`config.mk`:
```
export PLATFORM = sky130hd
export DESIGN_NAME = linescan_acq
export DESIGN_NICKNAME = d
export VERILOG_FILES = /design/src/rtl/lsa_pkg.sv /design/src/rtl/lsa_frame_ctrl.sv /design/src/rtl/lsa_capture.sv /design/src/rtl/linescan_acq.sv
export SDC_FILE = /design/constraint.sdc
export NUM_CORES = 1
export LEC_CHECK = 0
export ABC_AREA = 0
export BUFFER_PORTS_ARGS = -buffer_cell sky130_fd_sc_hd__buf_2
export CAP_MARGIN = 20
export CORE_ASPECT_RATIO = 1.75
export CORE_MARGIN = 2
export CORE_UTILIZATION = 55
export DETAILED_ROUTE_END_ITERATION = 8
export GPL_TIMING_DRIVEN = 0
export PLACE_DENSITY_LB_ADDON = 0.25
export SYNTH_ARGS = -nofsm -noshare
export SYNTH_HDL_FRONTEND = slang
export SYNTH_SLANG_ARGS = --single-unit
```
`constraint.sdc`:
```
create_clock -name clk -period 12.3 [get_ports clk]
set_input_delay 2.46 -clock clk [delete_from_list [all_inputs] [get_ports clk]]
set_output_delay 2.46 -clock clk [all_outputs]
set_load 0.1 [all_outputs]
```
`src/rtl/lsa_pkg.sv`:
```
package lsa_pkg;

  typedef enum logic [1:0] {
    MODE_SINGLE   = 2'd0,
    MODE_CASCADE  = 2'd1,
    MODE_PARALLEL = 2'd2,
    MODE_SPARE    = 2'd3
  } acqMode_t;

  typedef enum logic [1:0] {
    ST_IDLE = 2'd0,
    ST_HIGH = 2'd1,
    ST_LOW  = 2'd2
  } frameSt_t;

  // strobes from frame control to the capture datapath
  typedef struct packed {
    logic readStart;   // one-cycle pulse after reset falls
    logic readActive;  // readout window open
  } ctrlStrobe_t;

  // channels read out on the shared line for a given mode
  function automatic int chanTotal(input logic [1:0] mode, input int perSensor);
    return (mode == MODE_CASCADE) ? 2 * perSensor : perSensor;
  endfunction

endpackage

```
`src/rtl/lsa_frame_ctrl.sv`:
```
module lsa_frame_ctrl
  import lsa_pkg::*;
#(
  parameter int CH    = 16,
  parameter int DIV_W = 8,
  parameter int CNT_W = 16
) (
  input  logic              clk,
  input  logic              rstN,
  input  logic              enable,
  input  logic [1:0]        cfgMode,
  input  logic [DIV_W-1:0]  cfgHalf,
  input  logic [CNT_W-1:0]  cfgInteg,
  input  logic [CNT_W-1:0]  cfgPeriod,
  input  logic              readoutDone,
  output logic              sensClk,
  output logic              sensRst,
  output logic              stretched,
  output ctrlStrobe_t       strobe
);

  localparam int MIN_BASE = 17;   // 16.5 clocks rounded up
  localparam int PER_CHAN = 4;

  logic [DIV_W-1:0] divCnt;
  logic [DIV_W-1:0] halfEff;
  logic             sensClkQ;
  logic             sensRstQ;
  logic             busyQ;
  logic             startQ;
  logic             stretchQ;
  frameSt_t         st;
  logic [CNT_W-1:0] frameCnt;
  logic [CNT_W-1:0] integEff;
  logic [CNT_W-1:0] minPer;
  logic [CNT_W-1:0] perEff;
  logic [CNT_W:0]   cntNext;
  logic             divWrap;
  logic             scRise;
  logic             canRise;
  logic             riseNow;
  logic             fallNow;

  assign halfEff  = (cfgHalf == '0) ? DIV_W'(1) : cfgHalf;
  assign divWrap  = (divCnt >= halfEff - DIV_W'(1));
  assign scRise   = divWrap && !sensClkQ;

  assign minPer   = CNT_W'(MIN_BASE + PER_CHAN * chanTotal(cfgMode, CH));
  assign integEff = (cfgInteg == '0) ? CNT_W'(1) : cfgInteg;
  assign perEff   = (cfgPeriod > minPer) ? cfgPeriod : minPer;
  assign cntNext  = {1'b0, frameCnt} + (CNT_W+1)'(1);

  assign canRise  = enable && !busyQ &&
                    ((st == ST_IDLE) ||
                     ((st == ST_LOW) && (cntNext >= {1'b0, perEff})));
  assign riseNow  = scRise && canRise;
  assign fallNow  = scRise && (st == ST_HIGH) && (cntNext >= {1'b0, integEff});

  always_ff @(posedge clk) begin
    if (!rstN) begin
      divCnt   <= '0;
      sensClkQ <= 1'b0;
      sensRstQ <= 1'b0;
      busyQ    <= 1'b0;
      startQ   <= 1'b0;
      stretchQ <= 1'b0;
      st       <= ST_IDLE;
      frameCnt <= '0;
    end else begin
      if (divWrap) begin
        divCnt   <= '0;
        sensClkQ <= ~sensClkQ;
      end else begin
        divCnt <= divCnt + DIV_W'(1);
      end

      startQ <= fallNow;

      if (riseNow) begin
        st       <= ST_HIGH;
        sensRstQ <= 1'b1;
        frameCnt <= '0;
        stretchQ <= (cfgPeriod < minPer);
      end else if (fallNow) begin
        st       <= ST_LOW;
        sensRstQ <= 1'b0;
        frameCnt <= cntNext[CNT_W-1:0];
      end else if (scRise && (st != ST_IDLE) && (frameCnt != '1)) begin
        frameCnt <= cntNext[CNT_W-1:0];
      end

      if (fallNow)          busyQ <= 1'b1;
      else if (readoutDone) busyQ <= 1'b0;
    end
  end

  assign sensClk           = sensClkQ;
  assign sensRst           = sensRstQ;
  assign stretched         = stretchQ;
  assign strobe.readStart  = startQ;
  assign strobe.readActive = busyQ;

  AST_RST_EDGE_ON_CLK: assert property (@(posedge clk) disable iff (!rstN)
    !$stable(sensRstQ) |-> $rose(sensClkQ));

  AST_NO_RISE_IN_READOUT: assert property (@(posedge clk) disable iff (!rstN)
    $rose(sensRstQ) |-> !$past(busyQ));

  AST_READOUT_AFTER_FALL: assert property (@(posedge clk) disable iff (!rstN)
    $fell(sensRstQ) |-> busyQ);

  AST_RISE_NEEDS_ENABLE: assert property (@(posedge clk) disable iff (!rstN)
    $rose(sensRstQ) |-> $past(enable));

endmodule

```
`src/rtl/lsa_capture.sv`:
```
module lsa_capture
  import lsa_pkg::*;
#(
  parameter int CH       = 16,
  parameter int SAMPLE_W = 12,
  parameter int CHAN_W   = 6
) (
  input  logic                  clk,
  input  logic                  rstN,
  input  logic [1:0]            cfgMode,
  input  ctrlStrobe_t           strobe,
  input  logic                  trigA,
  input  logic                  trigB,
  input  logic                  eosA,
  input  logic                  eosB,
  input  logic [2*SAMPLE_W-1:0] adcData,
  input  logic                  outReady,
  output logic                  outValid,
  output logic [2*SAMPLE_W-1:0] outData,
  output logic [CHAN_W-1:0]     outChan,
  output logic                  outFirst,
  output logic                  outLast,
  output logic                  overrun,
  output logic                  countErr,
  output logic                  readoutDone
);

  logic [CHAN_W-1:0]     nTot;
  logic [CHAN_W-1:0]     sampCnt;
  logic [CHAN_W-1:0]     sampNext;
  logic                  isCascade;
  logic                  isParallel;
  logic                  trigSel;
  logic                  trigQ;
  logic                  eosAQ;
  logic                  eosBQ;
  logic                  eosARise;
  logic                  eosBRise;
  logic                  capHit;
  logic                  capOk;
  logic                  finalEos;
  logic                  midEos;
  logic                  validQ;
  logic [2*SAMPLE_W-1:0] dataQ;
  logic [CHAN_W-1:0]     chanQ;
  logic                  firstQ;
  logic                  lastQ;
  logic                  overrunQ;
  logic                  countErrQ;

  assign nTot       = CHAN_W'(chanTotal(cfgMode, CH));
  assign isCascade  = (cfgMode == MODE_CASCADE);
  assign isParallel = (cfgMode == MODE_PARALLEL);

  // single sensor listens to A only; two-sensor arrangements merge by OR
  assign trigSel  = (isCascade || isParallel) ? (trigA | trigB) : trigA;
  assign eosARise = eosA && !eosAQ;
  assign eosBRise = eosB && !eosBQ;

  assign capHit   = strobe.readActive && trigSel && !trigQ;
  assign capOk    = capHit && (sampCnt < nTot);
  assign sampNext = sampCnt + CHAN_W'(1);
  assign finalEos = strobe.readActive && (isCascade ? eosBRise : eosARise);
  assign midEos   = strobe.readActive && isCascade && eosARise;

  always_ff @(posedge clk) begin
    if (!rstN) begin
      trigQ     <= 1'b0;
      eosAQ     <= 1'b0;
      eosBQ     <= 1'b0;
      sampCnt   <= '0;
      validQ    <= 1'b0;
      dataQ     <= '0;
      chanQ     <= '0;
      firstQ    <= 1'b0;
      lastQ     <= 1'b0;
      overrunQ  <= 1'b0;
      countErrQ <= 1'b0;
    end else begin
      trigQ <= trigSel;
      eosAQ <= eosA;
      eosBQ <= eosB;

      if (strobe.readStart) sampCnt <= '0;
      else if (capOk)       sampCnt <= sampNext;

      if (capOk) begin
        validQ <= 1'b1;
        dataQ  <= adcData;
        chanQ  <= sampNext;
        firstQ <= (sampCnt == '0);
        lastQ  <= (sampNext == nTot);
      end else if (outReady) begin
        validQ <= 1'b0;
      end

      if (capOk && validQ && !outReady) overrunQ <= 1'b1;

      if ((capHit && !capOk) ||
          (finalEos && (sampCnt != nTot)) ||
          (midEos && (sampCnt != CHAN_W'(CH))))
        countErrQ <= 1'b1;
    end
  end

  assign outValid    = validQ;
  assign outData     = dataQ;
  assign outChan     = chanQ;
  assign outFirst    = firstQ;
  assign outLast     = lastQ;
  assign overrun     = overrunQ;
  assign countErr    = countErrQ;
  assign readoutDone = finalEos;

  AST_CHAN_IN_RANGE: assert property (@(posedge clk) disable iff (!rstN)
    validQ |-> (chanQ >= CHAN_W'(1)) && (chanQ <= nTot));

  AST_FIRST_IS_ONE: assert property (@(posedge clk) disable iff (!rstN)
    (validQ && firstQ) |-> (chanQ == CHAN_W'(1)));

  AST_LAST_IS_N: assert property (@(posedge clk) disable iff (!rstN)
    (validQ && lastQ) |-> (chanQ == nTot));

  AST_HOLD_UNTIL_READY: assert property (@(posedge clk) disable iff (!rstN)
    (validQ && !outReady) |=> validQ);

  AST_OVERRUN_STICKY: assert property (@(posedge clk) disable iff (!rstN)
    overrunQ |=> overrunQ);

  AST_COUNT_ERR_STICKY: assert property (@(posedge clk) disable iff (!rstN)
    countErrQ |=> countErrQ);

endmodule

```
`src/rtl/linescan_acq.sv`:
```
module linescan_acq
  import lsa_pkg::*;
#(
  parameter int CH       = 16,
  parameter int SAMPLE_W = 12,
  parameter int DIV_W    = 8,
  parameter int CNT_W    = 16,
  localparam int CHAN_W  = $clog2(2 * CH + 1)
) (
  input  logic                  clk,
  input  logic                  rstN,
  input  logic                  enable,
  input  logic [1:0]            cfgMode,
  input  logic [DIV_W-1:0]      cfgHalf,
  input  logic [CNT_W-1:0]      cfgInteg,
  input  logic [CNT_W-1:0]      cfgPeriod,
  output logic                  sensClk,
  output logic                  sensRst,
  input  logic                  trigA,
  input  logic                  trigB,
  input  logic                  eosA,
  input  logic                  eosB,
  input  logic [2*SAMPLE_W-1:0] adcData,
  output logic                  outValid,
  input  logic                  outReady,
  output logic [2*SAMPLE_W-1:0] outData,
  output logic [CHAN_W-1:0]     outChan,
  output logic                  outFirst,
  output logic                  outLast,
  output logic                  stretched,
  output logic                  overrun,
  output logic                  countErr
);

  ctrlStrobe_t strobe;
  logic        readoutDone;

  lsa_frame_ctrl #(
    .CH(CH), .DIV_W(DIV_W), .CNT_W(CNT_W)
  ) u_ctrl (
    .clk(clk), .rstN(rstN), .enable(enable), .cfgMode(cfgMode),
    .cfgHalf(cfgHalf), .cfgInteg(cfgInteg), .cfgPeriod(cfgPeriod),
    .readoutDone(readoutDone), .sensClk(sensClk), .sensRst(sensRst),
    .stretched(stretched), .strobe(strobe)
  );

  lsa_capture #(
    .CH(CH), .SAMPLE_W(SAMPLE_W), .CHAN_W(CHAN_W)
  ) u_cap (
    .clk(clk), .rstN(rstN), .cfgMode(cfgMode), .strobe(strobe),
    .trigA(trigA), .trigB(trigB), .eosA(eosA), .eosB(eosB),
    .adcData(adcData), .outReady(outReady), .outValid(outValid),
    .outData(outData), .outChan(outChan), .outFirst(outFirst),
    .outLast(outLast), .overrun(overrun), .countErr(countErr),
    .readoutDone(readoutDone)
  );

endmodule

```
## Word-level counts from Yosys, hierarchy flattened

Index checks and enable logic that the tools add are counted.

- Output and inout port bits: 38
- Bits of input ports: 74
- Register bits: 75
- Word-level logic and storage cells: 103

- Muxes and demuxes: 16
- Equality and inequality tests: 8
- Add/subtract/negate cells: 5
- Reduce and logical (&&, ||, !) cells: 45
- Bitwise operators: 3
- $lt $le $gt $ge: 6

Operator list:

| cell | number |
|---|---|
| two-way mux 16 bit | 4 |
| greater-or-equal comparator 17 x 16 -> 1 bit | 2 |
| logical AND 1 bit | 22 |
| adder 16 x 1 -> 17 bit (second input constant) | 1 |
| adder 6 x 16 -> 16 bit (first input constant) | 1 |
| > comparator 16 bit | 1 |
| zero test 16 bit | 1 |
| < comparator 16 bit | 1 |
| inequality test 16 bit (second input constant) | 1 |
| two-way mux 1 bit | 10 |
| nonzero test 2 bit | 5 |
| adder 8 x 1 -> 8 bit (second input constant) | 1 |
| greater-or-equal comparator 8 bit | 1 |
| zero test 8 bit | 1 |
| two-way mux 8 bit | 1 |
| subtractor 8 x 1 -> 8 bit (second input constant) | 1 |
| zero test 1 bit | 7 |
| adder 6 x 1 -> 6 bit (second input constant) | 1 |
| equality test 6 bit | 1 |
| zero test 6 bit | 1 |
| < comparator 6 bit | 1 |
| two-way mux 6 bit | 1 |
| inequality test 6 x 5 -> 1 bit (second input constant) | 1 |
| inequality test 6 bit | 1 |
| 7 further kinds | 15 |

## Longest topological paths before layout

- Word-level depth: 11
- Mapped depth: 18
- Depth with buffers taken out: 16

## By module

A second synthesis with hierarchy kept.

- Cells, all modules: 571
- Area total of the unflattened synthesis: 4852.2 µm²

Modules (own cells, without submodules):

| module | seq. area each (µm²) | area an instance (µm²) | instances | cells an instance |
|---|---|---|---|---|
| lsa_frame_ctrl | 600.6 | 2876.5 | 1 | 342 |
| lsa_capture | 880.8 | 1975.6 | 1 | 229 |

## Worst setup path after synthesis

OpenSTA, ideal clock, no wires.

- Path type: in2reg
- Start point: input cfgMode[1]
- End point: register u_ctrl.stretchQ, in the netlist u_ctrl.stretched
- Path buffers: 1
- Setup time: 0.121 ns
- Required time: 12.179 ns
- Path slack: 6.644 ns
- Cell stages on the path: 16
- Data arrival time: 5.534 ns
- Cell sequence: inv_1 -> ha_1 -> inv_1 -> ha_1 -> a31oi_1 -> nand3_1 -> o21ai_0 -> a21o_1 -> mux2i_1 -> ha_1 -> a211oi_1 -> nor2_1 -> o41a_1 -> o2111a_1 -> buf_6 -> mux2_4

- Word-level cells in the longest chain between the ends: 10
- Elaborated cells between the ends (all ways): 11
- Classes of those cells: add/sub (1); order compare (3); eq/ne (1); mux (2); reduce/logical (4)

Ends and longest elaborated chain:

| element | line | source |
|---|---|---|
| start, declared | linescan_acq.sv:13 | `input logic [1:0] cfgMode,` |
| equality test 2 x 1 -> 1 bit (*) | lsa_pkg.sv:24 | `return (mode == MODE_CASCADE) ? 2 * perSensor : perSensor;` |
| two-way mux 6 bit (*) | lsa_pkg.sv:24 |  |
| adder 6 x 16 -> 16 bit (*) | lsa_frame_ctrl.sv:48 | `assign minPer = CNT_W'(MIN_BASE + PER_CHAN * chanTotal(cfgMode, CH));` |
| > comparator 16 bit | lsa_frame_ctrl.sv:50 | `assign perEff = (cfgPeriod > minPer) ? cfgPeriod : minPer;` |
| two-way mux 16 bit | lsa_frame_ctrl.sv:50 |  |
| greater-or-equal comparator 17 x 16 -> 1 bit | lsa_frame_ctrl.sv:55 | `((st == ST_LOW) && (cntNext >= {1'b0, perEff})));` |
| logical AND 1 bit | lsa_frame_ctrl.sv:55 |  |
| logical OR 1 bit | lsa_frame_ctrl.sv:54 | `((st == ST_IDLE) \|\|` |
| logical AND 1 bit | lsa_frame_ctrl.sv:53 | `assign canRise = enable && !busyQ &&` |
| logical AND 1 bit | lsa_frame_ctrl.sv:56 | `assign riseNow = scRise && canRise;` |
| end signal, assigned | lsa_frame_ctrl.sv:83 | `stretchQ <= (cfgPeriod < minPer);` |
| end, declared | lsa_frame_ctrl.sv:31 | `logic stretchQ;` |

Every way passes the cells marked *; elsewhere a longest branch is shown, timed or not.
A chain may end at the register's enable or synchronous reset.

## Worst setup path after layout

- Start point: input cfgHalf[3]
- End point: register u_ctrl.frameCnt[11]

- Word-level cells in the longest chain between the ends: 8
- Elaborated cells between the ends (all ways): 13
- Classes of those cells: add/sub (1); order compare (1); mux (2); reduce/logical (9)

Ends and longest elaborated chain:

| element | line | source |
|---|---|---|
| start, declared | linescan_acq.sv:14 | `input logic [DIV_W-1:0] cfgHalf,` |
| zero test 8 bit | lsa_frame_ctrl.sv:44 | `assign halfEff = (cfgHalf == '0) ? DIV_W'(1) : cfgHalf;` |
| two-way mux 8 bit (*) | lsa_frame_ctrl.sv:44 |  |
| subtractor 8 x 1 -> 8 bit (*) | lsa_frame_ctrl.sv:45 | `assign divWrap = (divCnt >= halfEff - DIV_W'(1));` |
| greater-or-equal comparator 8 bit (*) | lsa_frame_ctrl.sv:45 |  |
| logical AND 1 bit (*) | lsa_frame_ctrl.sv:46 | `assign scRise = divWrap && !sensClkQ;` |
| logical AND 1 bit (on tied branches) (2 in a row) | lsa_frame_ctrl.sv:57, lsa_frame_ctrl.sv:88 |  |
| two-way mux 16 bit / nonzero test 2 bit (equally long branches) | - |  |
| end signal, assigned | lsa_frame_ctrl.sv:87 | `frameCnt <= cntNext[CNT_W-1:0];` |
| end signal, assigned | lsa_frame_ctrl.sv:89 | `frameCnt <= cntNext[CNT_W-1:0];` |
| end, declared | lsa_frame_ctrl.sv:33 | `logic [CNT_W-1:0] frameCnt;` |

Marked as above.

==> flow_metrics.tcl <==
set metrics [dict create \
    ys_ff_latch 74 \
    async_reset_ff_share_pct 0 \
    holdPathStages 2 \
    rsz0062_at_grt "false" \
    dp_hpwl_um 9220 \
    final_period_minus_worst_setup_slack_ps 5980 \
    drc 0 \
    status "finished, final reports clean" \
    cts.repair.resized 0 \
    seq_area_frac_synth_pct 32.7 \
    reg2reg_depth 12 \
    grt.overflow.total 0 \
    crit_arrival_ps 6220 \
    crit_type "in -> reg" \
    fmaxAchievable_ghz 0.167 \
    grt_antenna_before_repair 0 \
    yosysWarnings 0 \
    setup_viol 0 \
    finalSetupTns_ps 0 \
    cts_setup_buffers 0 \
    slew-limit-headroom_pct 39.7 \
    htreeDepth 3 \
    rows 43 \
    grt_max_degree 12 \
    gp_congestion 0.900 \
    area_growth_pct 21.1 \
    die-area_um2 9000 \
    start_kind "input port" \
    hold_viol_final 0 \
    port_buffers 111 \
    r2r_end "u_ctrl.stretched$_SDFFE_PN0P_" \
    syn_area_um2 4530 \
    dpl_cell_area_um2 5190 \
    cp_data_required_time_ps 12540 \
    routedWlPerCell_um 15.0 \
    synthCells 557 \
    ant_nets 0 \
    r2r_start "u_ctrl.frameCnt[0]$_SDFFE_PP0P_" \
    drtIter0Drc 182 \
    die_x_um 72.6 \
    start_util_pct 56.8 \
    clock-sinks 74 \
    core_area_um2 7960 \
    vias 4388 \
    syn-num-nets 681 \
    fin_crit_sh_pct 48.6 \
    vdd_drop_max_mv 0.0975 \
    routed_via_density 5.68 \
    syn_avg_cell_area_um2 8.12 \
    ys.flop_type "dfxtp_1" \
    n_fill_cell 690 \
    die_h_um 124 \
    final-max-slew-violation-count 0 \
    drive_gt1_share_pct 20.2 \
    p_leak_nw 2.48 \
    grt_first_pass_wirelength_um 18500 \
    diodes 0 \
    ys_types 56 \
    maxCapViolCount 0 \
    power.density_nw_per_um2 98.5 \
    cp_max_fo 10 \
    root_buffer "clkbuf_16" \
    cts_inserted_buffers 9 \
    endpoint_kind "flip-flop" \
    synth_edf_count 0 \
    power_w 0.000540 \
    cts_hold_buf 0 \
    ff2ff_setup_slack_ps 8580 \
    track_usage_pct 26.3 \
    ios 112 \
    wirelength_um 11600 \
    clock_skew_ps 2.83 \
    cts_tree "done" \
    stdcell_area_um2 5480 \
    hp-class "reg -> reg" \
    clk_latency_ps 330 \
    nets 803 \
    min_to "u_cap.outData[9]$_SDFFE_PN0P_" \
    drt-pass1-iter-count 6 \
    worst_pin_slew_ps 904 \
    clockBufferDepth 2 \
    hp-start "u_cap.outData[9]$_SDFFE_PN0P_" \
    grt_pass1_vias 4334 \
    path_clk_slew_ps 50 \
]
-- worst max-delay path, cell delays in order --
cell and delay (ps):
buf_2 110, or3_1 400, nor2_1 150, nand2_1 90, o21bai_1 220, inv_1 100, ha_1 230, xnor2_1 140
ha_1 290, a211oi_1 220, o21ai_0 120, a21oi_1 710, clkbuf_1 520, nor4b_1 150, xnor2_1 150, nor3_1 150
-- stage by stage --
stage / hold slack, ps / setup slack, ps / instances / util, %
floorplan: 448 / 6640 / 557 / -
global placement: 440 / 6120 / 758 / 65.2
detailed placement: 446 / 6000 / 758 / 65.2
CTS: 454 / 6330 / 773 / 68.8
global route: 476 / 6010 / 773 / 68.8
finish: 451 / 6320 / 773 / 68.8
-- flip-flops by register name, summed over array words and instances (netlist names), 6 cells and up --
register and count:
u_cap.outChan 6, u_ctrl.frameCnt 16, u_cap.sampCnt 6, u_ctrl.divCnt 8, u_cap.outData 24
-- per-layer routing --
layer	up-vias	wire length (um)	global-route usage, %
li1	2192	-	-
met1	2048	4360	25.4
met2	121	6360	51.5
met3	27	449	4.21
met4	0	417	13.4
met5	-	0	0
-- cell type report --
class | count | area [um^2] | share of cell area (%)
plain buffers | 21 | 96.3 | 1.76
multi-input cells | 426 | 2810 | 51.3
well taps | 90 | 113 | 2.05
inverters | 36 | 135 | 2.47
clock buffers | 12 | 246 | 4.50
flip-flops and latches | 74 | 1480 | 27.0
clock inverters | 3 | 40.0 | 0.731
repair buffers | 111 | 556 | 10.1
-- logic make-up after synthesis --
logic type / Yosys count / share of synthesized area [%]
simple gates: 233 / 25.5
compound gates: 91 / 12.6
flops: 74 / 32.7
buf+inv: 57 / 5.11
fa+ha+maj: 50 / 13.8
xor+xnor: 48 / 9.29
mux: 4 / 0.995
-- report_power, final --
part | switching (W) | internal [W]
logic | 0.0000245 | 0.0000194
clock network | 0.0000918 | 0.000161
registers | 0.00000168 | 0.000241
-- cell usage after synthesis, types with 2 or more instances --
cell      instances  share of area (%)
a211oi_1         11                1.8
a21o_1            2               0.33
a21oi_1          43                4.8
a31oi_1           2               0.28
and2_1            5               0.69
and3_1            6               0.83
buf_1             4               0.33
buf_6             2               0.50
clkbuf_1         13                1.1
dfxtp_1          74                 33
ha_1             50                 14
inv_1            35                2.9
mux2i_1           3               0.66
nand2_1          75                6.2
nand2b_1          3               0.41
nand3_1          29                3.2
nand4_1           8                1.1
nor2_1           42                3.5
nor2b_1           6               0.83
nor3_1           24                2.7
nor4_1           11                1.5
nor4b_1           6                1.2
o211ai_1          2               0.33
o21ai_0          15                1.7
o21bai_1          2               0.33
or2_1             2               0.28
or3_1             5               0.69
or4_1             2               0.33
or4_4             2               0.50
xnor2_1          31                6.0
xor2_1           17                3.3
-- placed cells by master (no fill, tap or decap), types with 3 or more instances in the layout --
| master | count |
|---|---|
| a211oi_1 | 11 |
| a21oi_1 | 43 |
| and2_1 | 5 |
| and3_1 | 6 |
| buf_1 | 4 |
| buf_2 | 112 |
| clkbuf_1 | 15 |
| clkbuf_16 | 9 |
| dfxtp_1 | 74 |
| ha_1 | 50 |
| inv_1 | 35 |
| mux2i_1 | 3 |
| nand2_1 | 75 |
| nand2b_1 | 3 |
| nand3_1 | 29 |
| nand4_1 | 8 |
| nor2_1 | 42 |
| nor2b_1 | 6 |
| nor3_1 | 24 |
| nor4_1 | 11 |
| nor4b_1 | 6 |
| o21ai_0 | 15 |
| or3_1 | 5 |
| xnor2_1 | 31 |
| xor2_1 | 17 |
-- worst max-delay path by stage --
stage | startpoint | end | slack [ps] | depth (start not counted)
CTS | cfgHalf[3] | u_ctrl.divCnt[7]$_SDFF_PP0_ | 6330 | 15
finish | cfgHalf[3] | u_ctrl.frameCnt[11]$_SDFFE_PP0P_ | 6320 | 16
global placement | cfgHalf[3] | u_ctrl.frameCnt[13]$_SDFFE_PP0P_ | 6120 | 16
floorplan | cfgMode[1] | u_ctrl.stretched$_SDFFE_PN0P_ | 6640 | 16
detailed placement | cfgHalf[3] | u_ctrl.divCnt[7]$_SDFF_PP0_ | 6000 | 15
global route | cfgHalf[3] | u_ctrl.frameCnt[12]$_SDFFE_PP0P_ | 6010 | 16
No activity file was read; power rests on OpenSTA's default activity.
